`src/rtl/cal_pkg.sv`:
```
package cal_pkg;

    localparam int BYTE_W = 8;
    localparam int ADDR_W = 4;

    typedef logic [BYTE_W-1:0] byte_t;

    localparam logic [ADDR_W-1:0] IDX_SEC   = 4'd0;
    localparam logic [ADDR_W-1:0] IDX_MIN   = 4'd2;
    localparam logic [ADDR_W-1:0] IDX_HOUR  = 4'd4;
    localparam logic [ADDR_W-1:0] IDX_WDAY  = 4'd6;
    localparam logic [ADDR_W-1:0] IDX_MDAY  = 4'd7;
    localparam logic [ADDR_W-1:0] IDX_MON   = 4'd8;
    localparam logic [ADDR_W-1:0] IDX_YEAR  = 4'd9;
    localparam logic [ADDR_W-1:0] IDX_STAT  = 4'd10;
    localparam logic [ADDR_W-1:0] IDX_CTRL  = 4'd11;
    localparam logic [ADDR_W-1:0] IDX_VALID = 4'd13;

    localparam int CTL_HOLD = 7;
    localparam int CTL_BIN  = 2;
    localparam int CTL_H24  = 1;
    localparam byte_t CTRL_RST  = 8'h02;
    localparam byte_t VALID_VAL = 8'h80;

    typedef enum logic [2:0] {
        FLD_SEC, FLD_MIN, FLD_HOUR, FLD_WDAY, FLD_MDAY, FLD_MON, FLD_YEAR, FLD_NONE
    } field_e;

    typedef enum logic [1:0] {WIN_IDLE, WIN_LEAD, WIN_TAIL} win_e;

    typedef struct packed {
        byte_t sec;
        byte_t min;
        byte_t hour;
        byte_t wday;
        byte_t mday;
        byte_t mon;
        byte_t year;
    } caltime_t;

    typedef struct packed {
        logic hold;
        logic binary;
        logic h24;
    } mode_t;

    function automatic byte_t to_bcd(input byte_t v);
        byte_t tens;
        byte_t ones;
        tens = v / 8'd10;
        ones = v - tens * 8'd10;
        return {tens[3:0], ones[3:0]};
    endfunction

    function automatic byte_t from_bcd(input byte_t b);
        return {4'd0, b[7:4]} * 8'd10 + {4'd0, b[3:0]};
    endfunction

    function automatic byte_t enc_val(input byte_t v, input logic binary);
        return binary ? v : to_bcd(v);
    endfunction

    function automatic byte_t dec_val(input byte_t b, input logic binary);
        return binary ? b : from_bcd(b);
    endfunction

    function automatic byte_t enc_hour(input byte_t hr, input logic binary, input logic h24);
        byte_t h12;
        logic  pm;
        if (h24) return enc_val(hr, binary);
        pm  = (hr >= 8'd12);
        h12 = pm ? hr - 8'd12 : hr;
        if (h12 == 8'd0) h12 = 8'd12;
        h12 = enc_val(h12, binary);
        return {pm, h12[6:0]};
    endfunction

    function automatic byte_t dec_hour(input byte_t b, input logic binary, input logic h24);
        byte_t h12;
        if (h24) return dec_val(b, binary);
        h12 = dec_val({1'b0, b[6:0]}, binary);
        if (h12 == 8'd12) h12 = 8'd0;
        return b[7] ? h12 + 8'd12 : h12;
    endfunction

    function automatic byte_t month_len(input byte_t mon, input byte_t year);
        case (mon)
            8'd2:                         return (year % 8'd4 == 8'd0) ? 8'd29 : 8'd28;
            8'd4, 8'd6, 8'd9, 8'd11:      return 8'd30;
            default:                      return 8'd31;
        endcase
    endfunction

endpackage

```
`src/rtl/cal_update_window.sv`:
```
module cal_update_window
    import cal_pkg::*;
#(
    parameter int LEAD_TICKS   = 8,
    parameter int WINDOW_TICKS = 73
) (
    input  logic clk,
    input  logic rst,
    input  logic ref_tick,
    input  logic sec_tick,
    input  logic hold,
    output logic uip,
    output logic advance,
    output logic done
);
    localparam int TAIL_TICKS = WINDOW_TICKS - LEAD_TICKS;
    localparam int CNT_W      = $clog2(WINDOW_TICKS + 1);
    localparam logic [CNT_W-1:0] LEAD_LAST = CNT_W'(LEAD_TICKS - 1);
    localparam logic [CNT_W-1:0] TAIL_LAST = CNT_W'(TAIL_TICKS - 1);

    win_e             state_q;
    logic [CNT_W-1:0] cnt_q;
    logic             done_q;
    logic             lead_end;
    logic             tail_end;

    assign lead_end = (state_q == WIN_LEAD) && ref_tick && (cnt_q == LEAD_LAST);
    assign tail_end = (state_q == WIN_TAIL) && ref_tick && (cnt_q == TAIL_LAST);

    always_ff @(posedge clk) begin
        if (rst) begin
            state_q <= WIN_IDLE;
            cnt_q   <= '0;
            done_q  <= 1'b0;
        end else begin
            done_q <= 1'b0;
            if (hold) begin
                state_q <= WIN_IDLE;
                cnt_q   <= '0;
            end else begin
                case (state_q)
                    WIN_IDLE: if (sec_tick) begin
                        state_q <= WIN_LEAD;
                        cnt_q   <= '0;
                    end
                    WIN_LEAD: if (ref_tick) begin
                        if (lead_end) begin
                            state_q <= WIN_TAIL;
                            cnt_q   <= '0;
                        end else begin
                            cnt_q <= cnt_q + 1'b1;
                        end
                    end
                    WIN_TAIL: if (ref_tick) begin
                        if (tail_end) begin
                            state_q <= WIN_IDLE;
                            cnt_q   <= '0;
                            done_q  <= 1'b1;
                        end else begin
                            cnt_q <= cnt_q + 1'b1;
                        end
                    end
                    default: state_q <= WIN_IDLE;
                endcase
            end
        end
    end

    assign uip     = (state_q != WIN_IDLE);
    assign advance = lead_end && !hold;
    assign done    = done_q;


    done_one_cycle_chk: assert property (@(posedge clk) disable iff (rst)
        done |=> !done);


    done_after_window_chk: assert property (@(posedge clk) disable iff (rst)
        done |-> (!uip && $past(uip)));


    window_after_adv_chk: assert property (@(posedge clk) disable iff (rst)
        (advance && !hold) |=> uip);


    hold_closes_chk: assert property (@(posedge clk) disable iff (rst)
        hold |=> (!uip && !done));

endmodule

```
`src/rtl/cal_counter_chain.sv`:
```
module cal_counter_chain
    import cal_pkg::*;
(
    input  logic     clk,
    input  logic     rst,
    input  logic     advance,
    input  logic     wr_en,
    input  field_e   wr_sel,
    input  byte_t    wr_val,
    output caltime_t now
);
    caltime_t cur_q;
    caltime_t nxt;
    logic s_wrap, m_wrap, h_wrap, d_wrap, mo_wrap;

    always_comb begin
        s_wrap  = (cur_q.sec >= 8'd59);
        m_wrap  = s_wrap && (cur_q.min >= 8'd59);
        h_wrap  = m_wrap && (cur_q.hour >= 8'd23);
        d_wrap  = h_wrap && (cur_q.mday >= month_len(cur_q.mon, cur_q.year));
        mo_wrap = d_wrap && (cur_q.mon >= 8'd12);

        nxt = cur_q;
        if (advance) begin
            nxt.sec = s_wrap ? 8'd0 : cur_q.sec + 8'd1;
            if (s_wrap)  nxt.min  = m_wrap ? 8'd0 : cur_q.min + 8'd1;
            if (m_wrap)  nxt.hour = h_wrap ? 8'd0 : cur_q.hour + 8'd1;
            if (h_wrap) begin
                nxt.wday = (cur_q.wday >= 8'd7) ? 8'd1 : cur_q.wday + 8'd1;
                nxt.mday = d_wrap ? 8'd1 : cur_q.mday + 8'd1;
            end
            if (d_wrap)  nxt.mon  = mo_wrap ? 8'd1 : cur_q.mon + 8'd1;
            if (mo_wrap) nxt.year = (cur_q.year >= 8'd99) ? 8'd0 : cur_q.year + 8'd1;
        end

        if (wr_en) begin
            case (wr_sel)
                FLD_SEC:  nxt.sec  = wr_val;
                FLD_MIN:  nxt.min  = wr_val;
                FLD_HOUR: nxt.hour = wr_val;
                FLD_WDAY: nxt.wday = wr_val;
                FLD_MDAY: nxt.mday = wr_val;
                FLD_MON:  nxt.mon  = wr_val;
                FLD_YEAR: nxt.year = wr_val;
                default:  ;
            endcase
        end
    end

    always_ff @(posedge clk) begin
        if (rst) begin
            cur_q <= '{sec: 8'd0, min: 8'd0, hour: 8'd0, wday: 8'd1,
                       mday: 8'd1, mon: 8'd1, year: 8'd0};
        end else begin
            cur_q <= nxt;
        end
    end

    assign now = cur_q;


    sec_range_chk: assert property (@(posedge clk) disable iff (rst)
        (advance && !(wr_en && wr_sel == FLD_SEC)) |=> (cur_q.sec < 8'd60));


    wday_wrap_chk: assert property (@(posedge clk) disable iff (rst)
        (advance && h_wrap && !(wr_en && wr_sel == FLD_WDAY)) |=>
        (cur_q.wday >= 8'd1 && cur_q.wday <= 8'd7));


    no_tick_hold_chk: assert property (@(posedge clk) disable iff (rst)
        (!advance && !wr_en) |=> $stable(cur_q));

endmodule

```
`src/rtl/cal_host_regs.sv`:
```
module cal_host_regs
    import cal_pkg::*;
(
    input  logic              clk,
    input  logic              rst,
    input  logic [ADDR_W-1:0] addr,
    input  logic              wr,
    input  byte_t             wdata,
    input  logic              uip,
    input  caltime_t          now,
    output byte_t             rdata,
    output mode_t             mode,
    output logic              fld_wr,
    output field_e            fld_sel,
    output byte_t             fld_val
);
    byte_t ctrl_q;

    assign mode.hold   = ctrl_q[CTL_HOLD];
    assign mode.binary = ctrl_q[CTL_BIN];
    assign mode.h24    = ctrl_q[CTL_H24];

    always_ff @(posedge clk) begin
        if (rst)                          ctrl_q <= CTRL_RST;
        else if (wr && addr == IDX_CTRL)  ctrl_q <= wdata;
    end

    always_comb begin
        fld_sel = FLD_NONE;
        fld_val = dec_val(wdata, mode.binary);
        case (addr)
            IDX_SEC:  fld_sel = FLD_SEC;
            IDX_MIN:  fld_sel = FLD_MIN;
            IDX_HOUR: begin
                fld_sel = FLD_HOUR;
                fld_val = dec_hour(wdata, mode.binary, mode.h24);
            end
            IDX_WDAY: fld_sel = FLD_WDAY;
            IDX_MDAY: fld_sel = FLD_MDAY;
            IDX_MON:  fld_sel = FLD_MON;
            IDX_YEAR: fld_sel = FLD_YEAR;
            default:  fld_sel = FLD_NONE;
        endcase
        fld_wr = wr && (fld_sel != FLD_NONE);
    end

    always_comb begin
        case (addr)
            IDX_SEC:   rdata = enc_val(now.sec, mode.binary);
            IDX_MIN:   rdata = enc_val(now.min, mode.binary);
            IDX_HOUR:  rdata = enc_hour(now.hour, mode.binary, mode.h24);
            IDX_WDAY:  rdata = enc_val(now.wday, mode.binary);
            IDX_MDAY:  rdata = enc_val(now.mday, mode.binary);
            IDX_MON:   rdata = enc_val(now.mon, mode.binary);
            IDX_YEAR:  rdata = enc_val(now.year, mode.binary);
            IDX_STAT:  rdata = {uip, 7'd0};
            IDX_CTRL:  rdata = ctrl_q;
            IDX_VALID: rdata = VALID_VAL;
            default:   rdata = 8'd0;
        endcase
    end


    ctrl_write_chk: assert property (@(posedge clk) disable iff (rst)
        (wr && addr == IDX_CTRL) |=> (mode.hold == $past(wdata[CTL_HOLD])));

endmodule

```
`src/rtl/cal_clock_engine.sv`:
```
module cal_clock_engine
    import cal_pkg::*;
#(
    parameter int LEAD_TICKS   = 8,
    parameter int WINDOW_TICKS = 73
) (
    input  logic              clk,
    input  logic              rst,
    input  logic              ref_tick,
    input  logic              sec_tick,
    input  logic [ADDR_W-1:0] bus_addr,
    input  logic              bus_wr,
    input  logic [7:0]        bus_wdata,
    output logic [7:0]        bus_rdata,
    output logic              uip_o,
    output logic              upd_done_o
);
    mode_t    mode;
    caltime_t now;
    logic     advance;
    logic     fld_wr;
    field_e   fld_sel;
    byte_t    fld_val;

    cal_update_window #(
        .LEAD_TICKS  (LEAD_TICKS),
        .WINDOW_TICKS(WINDOW_TICKS)
    ) u_window (
        .clk     (clk),
        .rst     (rst),
        .ref_tick(ref_tick),
        .sec_tick(sec_tick),
        .hold    (mode.hold),
        .uip     (uip_o),
        .advance (advance),
        .done    (upd_done_o)
    );

    cal_counter_chain u_chain (
        .clk    (clk),
        .rst    (rst),
        .advance(advance),
        .wr_en  (fld_wr),
        .wr_sel (fld_sel),
        .wr_val (fld_val),
        .now    (now)
    );

    cal_host_regs u_regs (
        .clk    (clk),
        .rst    (rst),
        .addr   (bus_addr),
        .wr     (bus_wr),
        .wdata  (bus_wdata),
        .uip    (uip_o),
        .now    (now),
        .rdata  (bus_rdata),
        .mode   (mode),
        .fld_wr (fld_wr),
        .fld_sel(fld_sel),
        .fld_val(fld_val)
    );

endmodule

```
`config.mk`:
```
export PLATFORM = sky130hd
export DESIGN_NAME = cal_clock_engine
export DESIGN_NICKNAME = d
export VERILOG_FILES = /design/src/rtl/cal_pkg.sv /design/src/rtl/cal_update_window.sv /design/src/rtl/cal_counter_chain.sv /design/src/rtl/cal_host_regs.sv /design/src/rtl/cal_clock_engine.sv
export SDC_FILE = /design/constraint.sdc
export NUM_CORES = 1
export LEC_CHECK = 0
export BUFFER_PORTS_ARGS = -buffer_cell sky130_fd_sc_hd__buf_4
export CORE_MARGIN = 2
export CORE_UTILIZATION = 40
export CTS_CLUSTER_DIAMETER = 60
export DETAILED_ROUTE_END_ITERATION = 8
export PLACE_DENSITY = 0.52
export SLEW_MARGIN = 40
export SYNTH_ARGS = -nofsm -noshare
export SYNTH_HDL_FRONTEND = slang
export SYNTH_SLANG_ARGS = --single-unit
```
`constraint.sdc`:
```
create_clock -name clk -period 8 [get_ports clk]
set_input_delay 0.4 -clock clk [delete_from_list [all_inputs] [get_ports clk]]
set_output_delay 0.4 -clock clk [all_outputs]
set_load 0.005 [all_outputs]
```
==> summary.md <==
| Metric | Value |
|---|---|
| Xor and xnor area share after synthesis | `3.91%` |
| Number of standard cells after synthesis | `1489` |
| Grt peak-use layer | `met2` |
| Routed wirelength normalized by instance count | `19.6 um` |
| Leakage | `4.14 nW` |
| Final hold slack | `0.314 ns` |
| 1st-iter DRT viols | `1078` |
| Starting Density | `40.8%` |
| Antenna violations before repair | `1` |
| Number of enable-type register cells in the synthesized netlist | `0` |
| I/O pin count | `27` |
| Aggregate global routing overflow | `0` |
| Endpoints failing hold | `0` |
| Global routing met1 resource utilization | `37.7%` |
| WL final | `34600 um` |
| Core occupancy in the finished layout | `43.5%` |
| Class of the most critical setup path | `reg -> out` |
| Dominant combinational cell family by area after synthesis | `compound AO/OA/AOI/OAI gates` |
| RSZ-0062 raised after global routing | `false` |
| Gr usage total | `25.6%` |
| Worst VDD drop | `0.101 mV` |
| Hold-fix buffers at CTS | `0` |
| Count of buffer and inverter cells on the critical path | `5` |
| Post-Route Setup TNS | `0 ns` |
| Number of fill cells in the layout | `2665` |
| Launching element type of the critical path | `flop` |
| Quantity of I/O buffers inserted on ports | `26` |
| Total number of yosys warnings | `0` |
| Total non-filler cell area in the finished layout | `11000 sq um` |
| Number of clock buffers inserted by TritonCTS | `9` |
| Kind of cell adding the most delay to the critical path | `compound AO/OA/AOI/OAI gates` |
| Post-Synthesis Mean Instance Area | `6.93 sq um` |
| Crit end category | `primary output` |
| Number of standard cells in the layout, taps in and fillers out | `1766` |
| Share of the yosys chip area belonging to registers | `14.4%` |
| Mux contribution to synthesized area | `3.89%` |
| Grt met2 use | `39.7%` |
| Biggest cell delay along the critical path | `0.56 ns` |
| Fin crit share | `93.5%` |
| Post-synthesis cell type with the largest combined area | `sky130_fd_sc_hd__dfxtp_1` |
| Wire length of the first global-routing pass | `54900 um` |
| Data required time of the worst path | `7.60 ns` |
| Compound-cell area share of the yosys netlist | `32.5%` |
| Placed wire-length estimate | `25400 um` |
| Signed area change from the synthesized netlist to the final layout | `6.43%` |
| Cell area after synthesis | `10300 sq um` |
| Met3 Use GR | `1.98%` |
| CTS tree | `done` |
| Worst path most repeated cell | `sky130_fd_sc_hd__ha_1` |
| Main area contributors after synthesis | `sky130_fd_sc_hd__dfxtp_1, sky130_fd_sc_hd__ha_1, sky130_fd_sc_hd__a21oi_1` |
| Unique masters post-synth | `94` |
| Arrival time at the worst endpoint | `7.08 ns` |
| Outcome | `completed` |
| Most common flop cell mapped by yosys | `sky130_fd_sc_hd__dfxtp_1` |
| Share of cells above drive strength 1 | `8.01%` |
| Worst Max-Slew Pin Slew | `0.816 ns` |
| Ratio of total power to cell area | `125 nW/um^2` |
| Placement Setup Slack | `0.701 ns` |
| Maximum number of pins on one net before global-route repair | `68` |
| Fin nets | `1528` |
| Number of max-slew violations in the final report | `0` |
| Vias | `10996` |
| Final RePlAce weighted congestion | `0.938` |
| Standard cell with the maximum stage delay on the critical path | `sky130_fd_sc_hd__or4_4` |
| Number of endpoints failing setup at the final stage | `0` |
| Async S/R FF share, synth | `0%` |
| Placement row count | `58` |
| # DRC | `0` |
| Relative slew slack | `44.9%` |
| Minimum clock period | `7.48 ns` |
| PnR Total Power | `1.37 mW` |
| Path category of the worst min-delay check | `in -> reg` |
| Clk sinks | `74` |
| Worst-path clk slew | `0.07 ns` |
| Router iterations before antenna repair | `5` |
| Net count after synthesis | `1586` |
| Placed instance count | `1748` |
| Setup slack of the critical path after layout | `0.516 ns` |
| Via count of the first global-routing pass | `9789` |
| CTS Root Cell | `sky130_fd_sc_hd__clkbuf_16` |
| Area share of the largest cell type after synthesis | `14.4%` |
| Area share of and/or/nand/nor cells after synthesis | `27.7%` |
| Source-to-sink clock delay at the later pin of the worst-skew pair | `0.35 ns` |
| Max Clock Skew | `0.0127 ns` |
| Highest net fanout along the worst path | `11` |
| Floorplan die width | `165 um` |
| Number of antenna-violating nets in the routed design | `0` |
| Core footprint | `25300 sq um` |
| Number of H-tree levels | `3` |
| Adder-cell share of the synthesized area | `10.7%` |
| Count of maximum capacitance violations | `0` |
| Post-place instance area | `10600 sq um` |
| Clock tree buffer depth | `2` |
| Die ar. | `27100 sq um` |
| Via-per-instance ratio | `6.23` |
| Vertical die dimension | `165 um` |
| Synthesized flop and latch total | `74` |
| Max Clock Freq | `134 MHz` |
==> placed cells by master, fill, tap and decap left out, types with 27 or more instances in the layout <==
cell | synthesis | final
sky130_fd_sc_hd__ha_1 | 70 | 70
sky130_fd_sc_hd__dfxtp_1 | 74 | 70
sky130_fd_sc_hd__o21ai_0 | 97 | 96
sky130_fd_sc_hd__xnor2_1 | 28 | 28
sky130_fd_sc_hd__buf_4 | 2 | 44
sky130_fd_sc_hd__o211ai_1 | 27 | 27
sky130_fd_sc_hd__a211oi_1 | 31 | 31
sky130_fd_sc_hd__inv_1 | 66 | 65
sky130_fd_sc_hd__a21oi_1 | 117 | 117
sky130_fd_sc_hd__nand3_1 | 56 | 56
sky130_fd_sc_hd__nor2_1 | 154 | 151
sky130_fd_sc_hd__nor3_1 | 52 | 51
sky130_fd_sc_hd__nand2_1 | 143 | 142
==> sequential cells by signal (all words and copies together) (netlist names) <==
name / cells
u_chain.now: 56
u_regs.ctrl_q: 8
u_window.cnt_q: 7
u_window.done: 1
u_window.state_q: 2
==> final cells by class <==
class / instances / area, sq um / share of cell area (%)
clock inverter: 5 / 104 / 0.946
sequential: 74 / 1490 / 13.5
antenna: 1 / 2.50 / 0.0228
multi-input combinational: 1233 / 8150 / 74.3
timing repair buffer: 44 / 330 / 3.01
clock buffer: 10 / 229 / 2.09
inverter: 69 / 259 / 2.36
tap: 330 / 413 / 3.76
==> cell families after synthesis <==
| logic type | after synthesis |
|---|---|
| compound gates | 490 |
| simple gates | 579 |
| fa+ha+maj | 83 |
| xor+xnor | 46 |
| flops | 74 |
| mux | 35 |
| buf+inv | 182 |
==> timing repair <==
| item | CTS | global route |
|---|---|---|
| endpoints found under the setup margin | 0 | 3 |
| resized for setup | 0 | 5 |
| setup buffers | 0 | 2 |
==> where the power goes <==
part           internal [mW]  total, mW  switching, mW
combinational          0.196      0.491          0.295
sequential             0.379      0.404         0.0246
clock                  0.303      0.477          0.173
total                  0.878       1.37          0.493
==> cell usage after synthesis, drive strengths merged (16+ instances only) <==
cell type	number
nor3b	19
o211ai	28
dfxtp	74
mux2i	21
o21ai	98
a31oi	25
o22ai	23
nand2	144
buf	17
xor2	18
o31ai	16
a21oi	118
nor2	155
clkbuf	96
ha	70
nand2b	25
nor3	52
inv	66
xnor2	28
nand3	56
nor2b	20
a211oi	31
==> worst paths after layout <==
| check | slack (ns) | startpoint | depth (start not counted) | end |
|---|---|---|---|---|
| worst max-delay path | 0.52 | u_chain.now[38]$_SDFF_PP0_ | 30 | bus_rdata[3] |
| worst min-delay path | 0.31 | rst | 2 | u_chain.now[22]$_SDFF_PP0_ |
| worst max register to register | 3.59 | u_window.cnt_q[3]$_SDFFE_PP0P_ | 11 | u_chain.now[15]$_SDFF_PP0_ |
| worst min register to register | 0.47 | u_regs.ctrl_q[6]$_SDFFE_PP0P_ | 2 | u_regs.ctrl_q[6]$_SDFFE_PP0P_ |
==> layer usage <==
metal / routed length [um] / vias up
met4: 668 / 0
met3: 2030 / 37
met2: 15400 / 381
li1: - / 5385
met5: 0 / -
met1: 16500 / 5193
Note: power is estimated with default switching activity, not from simulation.
